<file path="src/rtl/tournament_bp.sv">
module tournament_bp #(
  parameter int PC_W   = 32,
  parameter int LIDX_W = 6,
  parameter int HIST_W = 6
) (
  input  logic              clk,
  input  logic              rst_n,
  input  logic [PC_W-1:0]   pred_pc,
  output logic              pred_taken,
  output logic              pred_local,
  output logic              pred_global,
  output logic [HIST_W-1:0] pred_hist,
  input  logic              upd_valid,
  input  logic [PC_W-1:0]   upd_pc,
  input  logic [HIST_W-1:0] upd_hist,
  input  logic              upd_taken
);
  localparam int LSZ = 1 << LIDX_W;
  localparam int GSZ = 1 << HIST_W;

  logic [1:0] loc_t [LSZ];
  logic [1:0] glb_t [GSZ];
  logic [1:0] cho_t [LSZ];
  logic [HIST_W-1:0] ghr;

  function automatic logic [LIDX_W-1:0] fold(input logic [PC_W-1:0] pc);
    logic [LIDX_W-1:0] r;
    r = '0;
    for (int i = 0; i < PC_W; i++) r[i % LIDX_W] ^= pc[i];
    return r;
  endfunction

  function automatic logic [1:0] bump(input logic [1:0] c, input logic up);
    if (up) return (c == 2'b11) ? c : c + 2'b01;
    else    return (c == 2'b00) ? c : c - 2'b01;
  endfunction

  wire [LIDX_W-1:0] p_li = fold(pred_pc);
  wire [LIDX_W-1:0] u_li = fold(upd_pc);

  assign pred_hist   = ghr;
  assign pred_local  = loc_t[p_li][1];
  assign pred_global = glb_t[ghr][1];
  assign pred_taken  = cho_t[p_li][1] ? pred_global : pred_local;

  wire [1:0] lc = loc_t[u_li];
  wire [1:0] gc = glb_t[upd_hist];
  wire [1:0] cc = cho_t[u_li];

  always_ff @(posedge clk) begin
    if (!rst_n) begin
      for (int i = 0; i < LSZ; i++) begin
        loc_t[i] <= 2'b01;
        cho_t[i] <= 2'b01;
      end
      for (int i = 0; i < GSZ; i++) glb_t[i] <= 2'b01;
      ghr <= '0;
    end else if (upd_valid) begin
      loc_t[u_li]     <= bump(lc, upd_taken);
      glb_t[upd_hist] <= bump(gc, upd_taken);
      if (lc[1] != gc[1]) cho_t[u_li] <= bump(cc, gc[1] == upd_taken);
      ghr <= {ghr[HIST_W-2:0], upd_taken};
    end
  end
endmodule

</file>
<file path="config.mk">
export PLATFORM = sky130hd
export DESIGN_NAME = tournament_bp
export DESIGN_NICKNAME = d
export VERILOG_FILES = /design/src/rtl/tournament_bp.sv
export SDC_FILE = /design/constraint.sdc
export NUM_CORES = 1
export LEC_CHECK = 0
export BUFFER_PORTS_ARGS = -buffer_cell sky130_fd_sc_hd__buf_2
export CAP_MARGIN = 20
export CORE_MARGIN = 2
export CORE_UTILIZATION = 25
export CTS_CLUSTER_DIAMETER = 50
export CTS_CLUSTER_SIZE = 24
export DETAILED_ROUTE_END_ITERATION = 7
export GPL_TIMING_DRIVEN = 1
export PLACE_DENSITY = 0.43
export SLEW_MARGIN = 0
export SYNTH_ARGS = -nofsm -noshare
export SYNTH_HDL_FRONTEND = slang
export SYNTH_SLANG_ARGS = --single-unit
</file>
<file path="constraint.sdc">
create_clock -name clk -period 4.2 [get_ports clk]
set_input_delay 0.84 -clock clk [delete_from_list [all_inputs] [get_ports clk]]
set_output_delay 0.84 -clock clk [all_outputs]
set_load 0.01 [all_outputs]
</file>
# After elaboration in Yosys (flattened, before gate mapping)
# Memory sizes are Yosys's and may differ from the RTL's. A register that Yosys moved wholly into a read port is not among the register bits.
# Cells that the tools add are included.
# Widths: inputs -> output; s select.
word_totals:
  ff_bits: 6
  latchBits: 0
  ramBits: 384
  rom_bits: 0
  wordCells: 109
  n_memories: 3
mem_list:
  columns: ["memory", "words", "width", "read_ports", "rd_ports_with_merged_regs", "write_ports", "line", "source"]
  rows:
  - ["cho_t", 64, 2, 2, 0, 64, "23", "logic [1:0] cho_t [LSZ];"]
  - ["glb_t", 64, 2, 2, 1, 64, "22", "logic [1:0] glb_t [GSZ];"]
  - ["loc_t", 64, 2, 2, 0, 64, "21", "logic [1:0] loc_t [LSZ];"]
op_classes:
  add_sub_neg: 6
  multipliers: 0
  div_mod_pow: 0
  n_lt_le_gt_ge: 0
  eq_ne: 5
  shifts: 0
  n_mux: 36
  n_bitwise: 52
  n_reduce_logical: 6
ops:
  columns: ["op", "count"]
  rows:
  - ["$xor 1x1->1", 52]
  - ["$mux 2", 19]
  - ["$mux 6", 5]
  - ["$mux 1", 12]
  - ["$add 2x1->2 const B", 3]
  - ["$eq 2x2->1 const B", 3]
  - ["$logic_not 2->1", 3]
  - ["$reduce_or 2->1", 3]
  - ["$sub 2x1->2 const B", 3]
  - ["$eq 1x1->1", 1]
  - ["$ne 1x1->1", 1]

# Longest topological paths before layout
# Gate-level depths: netlist (run 1).
# An unclocked memory read counts as a cell.
depth:
  word_depth: 13
  ltp_mapped: 15
  mapped_depth_nobuf: 9

# Worst setup path after synthesis (run 1)
# No wires, ideal clock.
synth_path:
  kind: "input -> output"
  from: "in pred_pc[24]"
  to: "out pred_taken"
  t_arrival_ns: 3.391
  required_ns: 3.360
  setup_slack_ns: -0.031
  stages: 10
  n_path_buf: 1
  path_cell_list: "xnor2_1 -> xnor2_1 -> xnor2_1 -> clkbuf_1 -> mux4_2 -> mux2i_1 -> mux2i_1 -> mux2i_1 -> mux2i_1 -> mux2_2"
synth_between:
  elab_chain_cells: 4
  elab_cells_between_ends: 5
synth_lines:
  columns: ["item", "line", "source"]
  rows:
  - ["from (decl)", "8", "input logic [PC_W-1:0] pred_pc,"]
  - ["$xor 1x1->1 (2 in a row)", "29", "for (int i = 0; i < PC_W; i++) r[i % LIDX_W] ^= pc[i];"]
  - ["$mem_v2 64x2", null, null]
  - ["via pred_local", "10", "output logic pred_local,"]
  - ["$mux 1", "44", "assign pred_taken = cho_t[p_li][1] ? pred_global : pred_local;"]
  - ["to (decl)", "9", "output logic pred_taken,"]
# The timed path passes the listed nets, and every way through them passes these cells.

# Worst setup path in the final report (run 1)
layout_path:
  from: "in pred_pc[24]"
  to: "out pred_taken"
layout_between:
  elab_chain_cells: 4
  elab_cells_between_ends: 5
layout_lines:
  columns: ["item", "line"]
  rows:
  - ["$xor 1x1->1 (*) (2 in a row)", "29"]
  - ["$mem_v2 64x2, on equally long branches", null]
  - ["$mux 1 (*)", "44"]
# Mark *: on every way between the ends. The rest lies on a longest branch, timed or not.

==> impl_metrics.env, run 1 <==
export IMPL_instances_no_fill=3437
export IMPL_place_gp_congestion=0.885
export IMPL_placementRows=108
export IMPL_routed_via_density=5.13
export IMPL_io_buffers=82
export IMPL_cts_root_buf="clkbuf_16"
export IMPL_skew_ps=50.2
export IMPL_violations="setup timing"
export IMPL_yosys_top_cells_area="edfxtp_1 (53%), nand2_1 (8.0%), mux4_2 (5.8%)"
export IMPL_die_height_microns=299
export IMPL_first_pass_iters=5
export IMPL_num_vias=17633
export IMPL_path_max_fanout=7
export IMPL_final_setup_worst_slack_ps=-245
export IMPL_synth_largest_area_cell="edfxtp_1"
export IMPL_power_total_mw=15.4
export IMPL_ys_types=61
export IMPL_ys_seq_area_frac=0.541
export IMPL_drt_iter0_markers=1769
export IMPL_slew_violations=0
export IMPL_setup_violations=2
export IMPL_fp_dieW_microns=299
export IMPL_synth_ff_type="edfxtp_1"
export IMPL_num_antenna_cells=0
export IMPL_place_inst=3333
export IMPL_netlist_instances=2048
export IMPL_synth_async_reset_ratio=0
export IMPL_finalCritPeriodShare=1.06
export IMPL_core_area_sq_mm=0.0865
export IMPL_grt_max_degree=73
export IMPL_place_area_sq_mm=0.0251
export IMPL_drc_errors=0
export IMPL_cts_sinks=396
export IMPL_fin_crit_ps=4440
export IMPL_h_tree_depth=2
export IMPL_slowest_delay_ps=530
export IMPL_drive_gt1_frac=0.257
export IMPL_synth_edf_count=384
export IMPL_dpl_hpwl_mm=56.9
export IMPL_nNetsFinal=2312
export IMPL_start_util=0.252
export IMPL_synth_area_sq_mm=0.0218
export IMPL_max_cap_violations=0
export IMPL_synth_most_common_cell="nand2_1"
export IMPL_area_growth_pct=24.9
export IMPL_synth_common_cells="nand2_1 (464), edfxtp_1 (384), nor2_1 (214)"
export IMPL_p_leak_nw=9.13
export IMPL_antenna_found_initial=1
export IMPL_rsz0062_at_grt="yes"
export IMPL_crit_chain="buf_8 -> xnor2_4 -> xnor2_2 -> xnor2_2 -> buf_6 -> buf_8 -> mux4_2 -> mux2i_2 -> mux2i_1 -> mux2i_1 -> buf_4 -> mux2i_4 -> mux2_4 -> buf_6"
export IMPL_clockBufferDepth=3
export IMPL_max_freq_mhz=225
export IMPL_worstPathArrival_ps=3600
export IMPL_fin_setup_tns_ps=-281
export IMPL_status="finished with violations"
export IMPL_tightest_slew_ps=943
export IMPL_crit_family="multiplexers"
export IMPL_ios=83
export IMPL_final_antenna_net_count=0
export IMPL_yosys_warnings=0
export IMPL_crit_slowest_cell="mux4_2"
export IMPL_critPathLaunchType="input pin"
export IMPL_fin_area_sq_mm=0.0272
export IMPL_cp_end_kind="primary output"
export IMPL_cts_buffers=52
export IMPL_dieArea_sq_mm=0.0895
export IMPL_routedWlPerCell_microns=23.6
export IMPL_setup_worst_path_class="in2out"
export IMPL_cts_tree="done"
export IMPL_worstPathRequired_ps=3360
export IMPL_path_buf_inv=5
export IMPL_grt_pass1_vias=17644
export IMPL_post_route_util=0.315
export IMPL_place_ws_ps=-470
export IMPL_grt_first_pass_wirelength_mm=119
export IMPL_slew_headroom=0.368
export IMPL_wl_mm=81.0
export IMPL_hp_class="reg2reg"
export IMPL_clk_latency_ps=630
export IMPL_grt_total_usage=0.178
export IMPL_synth_top_cell_area_share=0.529
export IMPL_synth_fp_nets=2122
export IMPL_final_hold_violation_count=0
export IMPL_p_per_area_mw_per_mm2=567
export IMPL_clk_pin_slew_ps=70
export IMPL_ys_ff_latch=396
export IMPL_syn_avg_cell_area_sq_um=10.6
export IMPL_hold_slack_ps=548
export IMPL_grt_ovfl_total=0
export IMPL_vdd_drop_max_v=0.000496
-- metal layers --
layer,vias to the layer above,global-route usage,part of all wire
met5,-,0,0.00012
li1,7880,-,-
met3,133,0.0281,0.064
met1,8859,0.232,0.42
met2,759,0.299,0.48
met4,2,0.0618,0.033
-- tightest hold or removal path, cell delays in order, from the launching register on --
cell and delay [ps]:
dfxtp_1 310, mux2i_1 120, nor2b_1 70
-- sequential cells by signal, indices dropped and copies added, names as in the netlist, named ones only --
register / count
pred_hist: 6
glb_t: 128
loc_t: 128
cho_t: 128
-- cell type report --
| class | instances | area (sq um) |
|---|---|---|
| timing repair buffer | 328 | 2880 |
| multi-input combinational | 1458 | 9240 |
| sequential | 396 | 11800 |
| clock inverter | 43 | 505 |
| fill | 8940 | 59300 |
| clock buffer | 55 | 1360 |
| tap | 1155 | 1450 |
| inverter | 2 | 7.51 |
-- power by group --
| group | internal, mW | total (mW) | switching [mW] | leakage (nW) |
|---|---|---|---|---|
| Sequential | 4.43 | 4.50 | 0.0706 | 3.48 |
| Combinational | 2.29 | 6.15 | 3.86 | 4.76 |
| Clock | 2.75 | 4.78 | 2.03 | 0.899 |
| Total | 9.47 | 15.4 | 5.96 | 9.13 |
-- repair_timing --
action | in CTS | in global routing
pin swaps | 4 | 3
hold buffers | 0 | 0
gates resized for setup | 15 | 18
setup endpoints to repair | 2 | 113
setup buffers | 2 | 4
cloned | 1 | 0
-- cell usage in the layout, fill, tap and decap left out, drive strengths merged, types with 23 or more instances in the layout --
| cell | n |
|---|---|
| nand2 | 464 |
| edfxtp | 384 |
| buf | 328 |
| nor2 | 214 |
| nand3 | 174 |
| nor3 | 110 |
| o21ai | 79 |
| mux2i | 78 |
| a22oi | 62 |
| mux4 | 56 |
| clkbuf | 55 |
| xnor2 | 33 |
| nand4 | 23 |
-- final timing paths --
check | startpoint | end | slack (ps) | cells past startpoint
setup / recovery | pred_pc[24] | pred_taken | -240 | 14
hold / removal | pred_hist[5] | flop | 550 | 2
hold reg to reg | pred_hist[5] | flop | 550 | 2
setup reg to reg | loc_t[27][1] | cho_t[38][1] | 1230 | 12
-- kinds of logic after synthesis --
family                   synth area share
AO/OA/AOI/OAI                      0.0689
XOR/XNOR                           0.0285
adder cells (fa/ha/maj)           0.00287
buffers and inverters              0.0462
flip-flops                          0.541
multiplexers                       0.0963
AND/OR/NAND/NOR                     0.217
Power figures use the tool's default switching activity.
==> inputs of run 2 (changes only) <==
CORE_MARGIN = default   (was 2)
==> run 2 against run 1 <==
The flow still finishes with violations (setup timing); sequential share of layout area is 0.095 points lower; wire length is 0.19% lower; combinational power is 2% lower; via count is 0.19% lower; fmax is 2.4% higher; die area is 1.3% lower; largest power group unchanged.
==> impl_metrics.env, run 2 (synthesized netlist as in run 1, its figures left out) <==
export IMPL_setup_worst_path_class="in2out"
export IMPL_routed_via_density=5.11
export IMPL_num_vias=17599
export IMPL_final_hold_violation_count=0
export IMPL_cp_num_cells=15
export IMPL_post_route_util=0.318
export IMPL_final_setup_worst_slack_ps=-143
export IMPL_drt_iter0_markers=1733
export IMPL_p_leak_nw=9.18
export IMPL_grt_ovfl_total=0
export IMPL_worstPathArrival_ps=3500
export IMPL_grt_pass1_vias=17883
export IMPL_p_per_area_mw_per_mm2=567
export IMPL_hp_class="reg2reg"
export IMPL_crit_start="pred_pc[24]"
export IMPL_place_gp_congestion=0.900
export IMPL_nNetsFinal=2326
export IMPL_grt_total_usage=0.180
export IMPL_die_height_microns=297
export IMPL_rsz0062_at_grt="yes"
export IMPL_status="finished with violations"
export IMPL_crit_slowest_cell="mux4_2"
export IMPL_top_regs="cho_t: 128 flops, glb_t: 128 flops, loc_t: 128 flops"
export IMPL_multi_input_area_sq_mm=0.00925
export IMPL_r2r_cells=9
export IMPL_cts_tree="done"
export IMPL_rr_endpoint="cho_t[59][0]"
export IMPL_routedWlPerCell_microns=23.5
export IMPL_io_buffers=82
export IMPL_finalCritPeriodShare=1.03
export IMPL_max_freq_mhz=230
export IMPL_cp_end_kind="primary output"
export IMPL_fin_crit_ps=4340
export IMPL_clk_pin_slew_ps=70
export IMPL_num_antenna_cells=0
export IMPL_violations="setup timing"
export IMPL_cts_root_buf="clkbuf_16"
export IMPL_antenna_found_initial=1
export IMPL_worstReg2RegStart="glb_t[58][1]"
export IMPL_fp_dieW_microns=297
export IMPL_path_buf_inv=6
export IMPL_first_pass_iters=6
export IMPL_drc_errors=0
export IMPL_skew_ps=34.7
export IMPL_worstPathRequired_ps=3360
export IMPL_clk_latency_ps=620
export IMPL_core_area_sq_mm=0.0857
export IMPL_critPathLaunchType="input pin"
export IMPL_crit_chain="buf_8 -> xnor2_4 -> xnor2_2 -> xnor2_2 -> buf_6 -> buf_12 -> buf_12 -> mux4_2 -> mux2i_1 -> buf_4 -> mux2i_2 -> mux2i_2 -> mux2i_1 -> mux2_4 -> buf_6"
export IMPL_slowest_delay_ps=500
export IMPL_hold_depth=2
export IMPL_cts_buffers=55
export IMPL_cts_sinks=396
export IMPL_wl_mm=80.9
export IMPL_tightest_slew_ps=1120
export IMPL_setup_violations=1
export IMPL_final_antenna_net_count=0
export IMPL_place_ws_ps=-349
export IMPL_final_common_cell="nand2_1"
export IMPL_crit_end="pred_taken"
export IMPL_max_cap_violations=0
export IMPL_start_util=0.254
export IMPL_r2r_slack_ps=1050
export IMPL_grt_max_degree=197
export IMPL_ios=83
export IMPL_fillers=8766
export IMPL_h_tree_depth=2
export IMPL_dpl_hpwl_mm=57.5
export IMPL_vdd_drop_max_v=0.000350
export IMPL_slew_violations=0
export IMPL_slew_headroom=0.253
export IMPL_drive_gt1_frac=0.261
export IMPL_area_growth_pct=25.2
export IMPL_path_max_fanout=7
export IMPL_seqCellArea_sq_mm=0.0118
export IMPL_cts_hold_buffers=0
export IMPL_crit_family="multiplexers"
export IMPL_power_total_mw=15.5
export IMPL_clockBufferDepth=3
export IMPL_dieArea_sq_mm=0.0883
export IMPL_grt_first_pass_wirelength_mm=119
export IMPL_mostFrequentLayoutCells="nand2_1 (464), edfxtp_1 (384), buf_4 (217), nor2_1 (214), nand3_1 (174)"
export IMPL_placementRows=107
## run 2: metal layers
layer	GRT usage	wire length, microns	up-vias
li1	-	-	7904
met1	0.234	33400	8794
met2	0.310	39800	769
met3	0.0253	5330	130
met4	0.0527	2250	2
met5	0	12	-
## run 2: worst min path at each step
| stage | start | endpoint | slack, ps |
|---|---|---|---|
| after global placement | pred_hist[5] | pred_hist[5] | 540 |
| after floorplan | pred_hist[5] | flop | 550 |
| final | pred_hist[5] | pred_hist[5] | 560 |
| after global routing | pred_hist[5] | flop | 590 |
| after CTS | pred_hist[5] | flop | 560 |
| after detailed placement | pred_hist[5] | pred_hist[5] | 540 |
## run 2: layout make-up
| class | count | share of cell area |
|---|---|---|
| Inverter | 2 | 0.000275 |
| Sequential cell | 396 | 0.432 |
| Timing Repair Buffer | 339 | 0.106 |
| Clock buffer | 59 | 0.0518 |
| Clock inverter | 45 | 0.0186 |
| Multi-Input combinational cell | 1458 | 0.339 |
| Tap cell | 1144 | 0.0525 |
## run 2: what timing repair did
item	CTS	global route
gates cloned	2	0
setup buffers	5	2
pin swaps	4	3
setup endpoints to repair	1	3
hold endpoints to repair	0	0
resized for setup	22	10
## run 2: tightest hold or removal path, delay by kind of cell, from the launching register on
kind          cells  cell delay (ps)
flops             1              320
simple gates      1               70
mux               1              120
## run 2: stage by stage
step	setup TNS [ps]	hold WS (ps)	cells	area [sq um]
2_1_floorplan	0	550	2048	21800
3_5_place_dp	-86630	543	3331	25000
6_report	-143	558	3443	27300
3_3_place_gp	-68850	542	3331	25000
5_1_grt	-379	590	3443	27300
4_1_cts	-296	556	3442	27200
## run 2: power by group
group          switching [mW]  leakage (nW)  internal, mW
combinational            3.84          4.78          2.21
sequential             0.0742          3.48          4.44
clock                    1.98         0.925          2.92
==> inputs of run 3 (changes only) <==
CORE_UTILIZATION = 50   (was 25)
CTS_CLUSTER_DIAMETER = 40   (was 50)
PLACE_DENSITY = 0.72   (was 0.43)
==> run 3 against run 2 <==
The flow still finishes with violations (setup timing); largest power group unchanged; largest cell class unchanged; wire length down 13%; combinational power down 6.4%; core utilization up 28 points; total power down 3.5%; global-route usage up 14 points; highest routed layer is now met4.
==> impl_metrics.env, run 3 (synthesized netlist as in run 1, its figures left out) <==
export IMPL_path_max_fanout=11
export IMPL_clockBufferDepth=3
export IMPL_slew_violations=0
export IMPL_io_buffers=82
export IMPL_p_seq_frac=0.302
export IMPL_grt_total_usage=0.318
export IMPL_h_tree_depth=2
export IMPL_fin_crit_ps=4260
export IMPL_drive_gt1_frac=0.234
export IMPL_switchingPower_mw=5.62
export IMPL_num_antenna_cells=0
export IMPL_antenna_found_initial=0
export IMPL_placementRows=76
export IMPL_instances_no_fill=2808
export IMPL_critPathLaunchType="input pin"
export IMPL_path_buf_inv=4
export IMPL_slew_headroom=0.325
export IMPL_grt_max_degree=84
export IMPL_max_cap_violations=0
export IMPL_setup_worst_path_class="in2out"
export IMPL_fin_area_sq_mm=0.0258
export IMPL_cts_sinks=396
export IMPL_mostFrequentLayoutCells="nand2_1 (464), edfxtp_1 (384), nor2_1 (214), nand3_1 (174), buf_4 (154)"
export IMPL_nNetsFinal=2253
export IMPL_routedWlPerCell_microns=25.0
export IMPL_cts_tree="done"
export IMPL_dpl_hpwl_mm=46.7
export IMPL_cts_buffers=53
export IMPL_fillers=3440
export IMPL_vdd_drop_max_v=0.000582
export IMPL_seqCellArea_sq_mm=0.0118
export IMPL_fp_dieW_microns=211
export IMPL_drt_iter0_markers=2702
export IMPL_area_growth_pct=18.4
export IMPL_clk_pin_slew_ps=60
export IMPL_grt_ovfl_total=0
export IMPL_routed_via_density=6.47
export IMPL_p_per_area_mw_per_mm2=578
export IMPL_top_regs="cho_t: 128 flops, glb_t: 128 flops, loc_t: 128 flops"
export IMPL_intPower_mw=9.29
export IMPL_place_area_sq_mm=0.0237
export IMPL_rsz0062_at_grt="yes"
export IMPL_setup_violations=1
export IMPL_grt_first_pass_wirelength_mm=106
export IMPL_clk_latency_ps=640
export IMPL_p_sw_frac=0.377
export IMPL_r2r_cells=9
export IMPL_crit_chain="buf_2 -> xnor2_2 -> xnor2_2 -> xnor2_2 -> buf_12 -> buf_4 -> mux4_2 -> mux2i_1 -> mux2i_1 -> mux2i_1 -> mux2i_1 -> mux2_2 -> buf_2"
export IMPL_place_gp_congestion=0.965
export IMPL_final_setup_worst_slack_ps=-61.7
export IMPL_fin_setup_tns_ps=-61.7
export IMPL_p_leak_nw=8.78
export IMPL_wl_mm=70.1
export IMPL_crit_top_cell="mux2i_1"
export IMPL_status="finished with violations"
export IMPL_dieArea_sq_mm=0.0444
export IMPL_cp_end_kind="primary output"
export IMPL_first_pass_iters=6
export IMPL_final_antenna_net_count=0
export IMPL_power_total_mw=14.9
export IMPL_crit_family="multiplexers"
export IMPL_finalCritPeriodShare=1.01
export IMPL_final_common_cell="nand2_1"
export IMPL_num_vias=18165
export IMPL_worstPathArrival_ps=3420
export IMPL_cp_num_cells=13
export IMPL_skew_ps=34.8
export IMPL_final_hold_violation_count=0
export IMPL_tightest_slew_ps=987
export IMPL_crit_slowest_cell="mux4_2"
export IMPL_grt_pass1_vias=17745
export IMPL_hold_depth=2
export IMPL_max_freq_mhz=235
export IMPL_violations="setup timing"
export IMPL_core_area_sq_mm=0.0430
export IMPL_ios=83
export IMPL_drc_errors=0
export IMPL_hp_class="reg2reg"
export IMPL_slowest_delay_ps=490
export IMPL_worstPathRequired_ps=3360
export IMPL_place_inst=2701
export IMPL_die_height_microns=211
export IMPL_cts_root_buf="clkbuf_16"
export IMPL_start_util=0.507
export IMPL_combPwrFrac=0.379
export IMPL_multi_input_area_sq_mm=0.00920
export IMPL_clock_power_share=0.318
run 3: what timing repair did:
item	CTS	global route
hold buffers	0	0
endpoints found under the setup margin	2	34
endpoints found under the hold margin	0	0
pin swaps	1	1
gates cloned	1	1
resized for setup	9	4
setup buffers	5	1
run 3: metrics by stage:
stage,hold slack [ps],util,setup WS (ps)
floorplan,550,-,192
global placement,542,0.552,-468
detailed placement,550,0.552,-513
CTS,558,0.599,-48.8
global route,603,0.600,-111
finish,563,0.600,-61.7
run 3: path summary, 6_finish.rpt:
| check | end | slack (ps) | start |
|---|---|---|---|
| hold reg to reg | flop | 560 | pred_hist[5] |
| setup / recovery | pred_taken | -60 | pred_pc[24] |
| hold / removal | flop | 560 | pred_hist[5] |
| setup reg to reg | cho_t[33][0] | 1380 | glb_t[58][1] |
run 3: metal layers:
metal | global-route usage | share of wire
met2 | 0.504 | 0.46
met1 | 0.403 | 0.34
met3 | 0.0665 | 0.13
met4 | 0.191 | 0.068
met5 | 0 | 0
run 3: layout make-up:
class	count	share of cell area
flip-flops and latches	396	0.456
repair buffers	268	0.0856
well taps	585	0.0284
clock buffers	55	0.0517
multi-input cells	1458	0.357
inverters	2	0.000291
clock inverters	44	0.0210
run 3: worst reg2reg max path: stages, from the launching register on:
cell and delay, ps:
edfxtp_1 440, a22o_1 240, a221oi_1 220, a31oi_1 130, a21oi_1 170, and4_1 380
xnor2_1 250, maj3_2 360, buf_12 230, nand3_1 140
run 3: power by group through the flow:
stage                     combinational, mW  clock [mW]  sequential (mW)
final                                  5.66        4.75             4.51
after global routing                   5.83        4.93             4.51
after CTS                              5.48        4.77             4.50
after detailed placement               5.38           0             4.59
after global placement                 5.30           0             4.58
after floorplan                        3.21           0             4.54
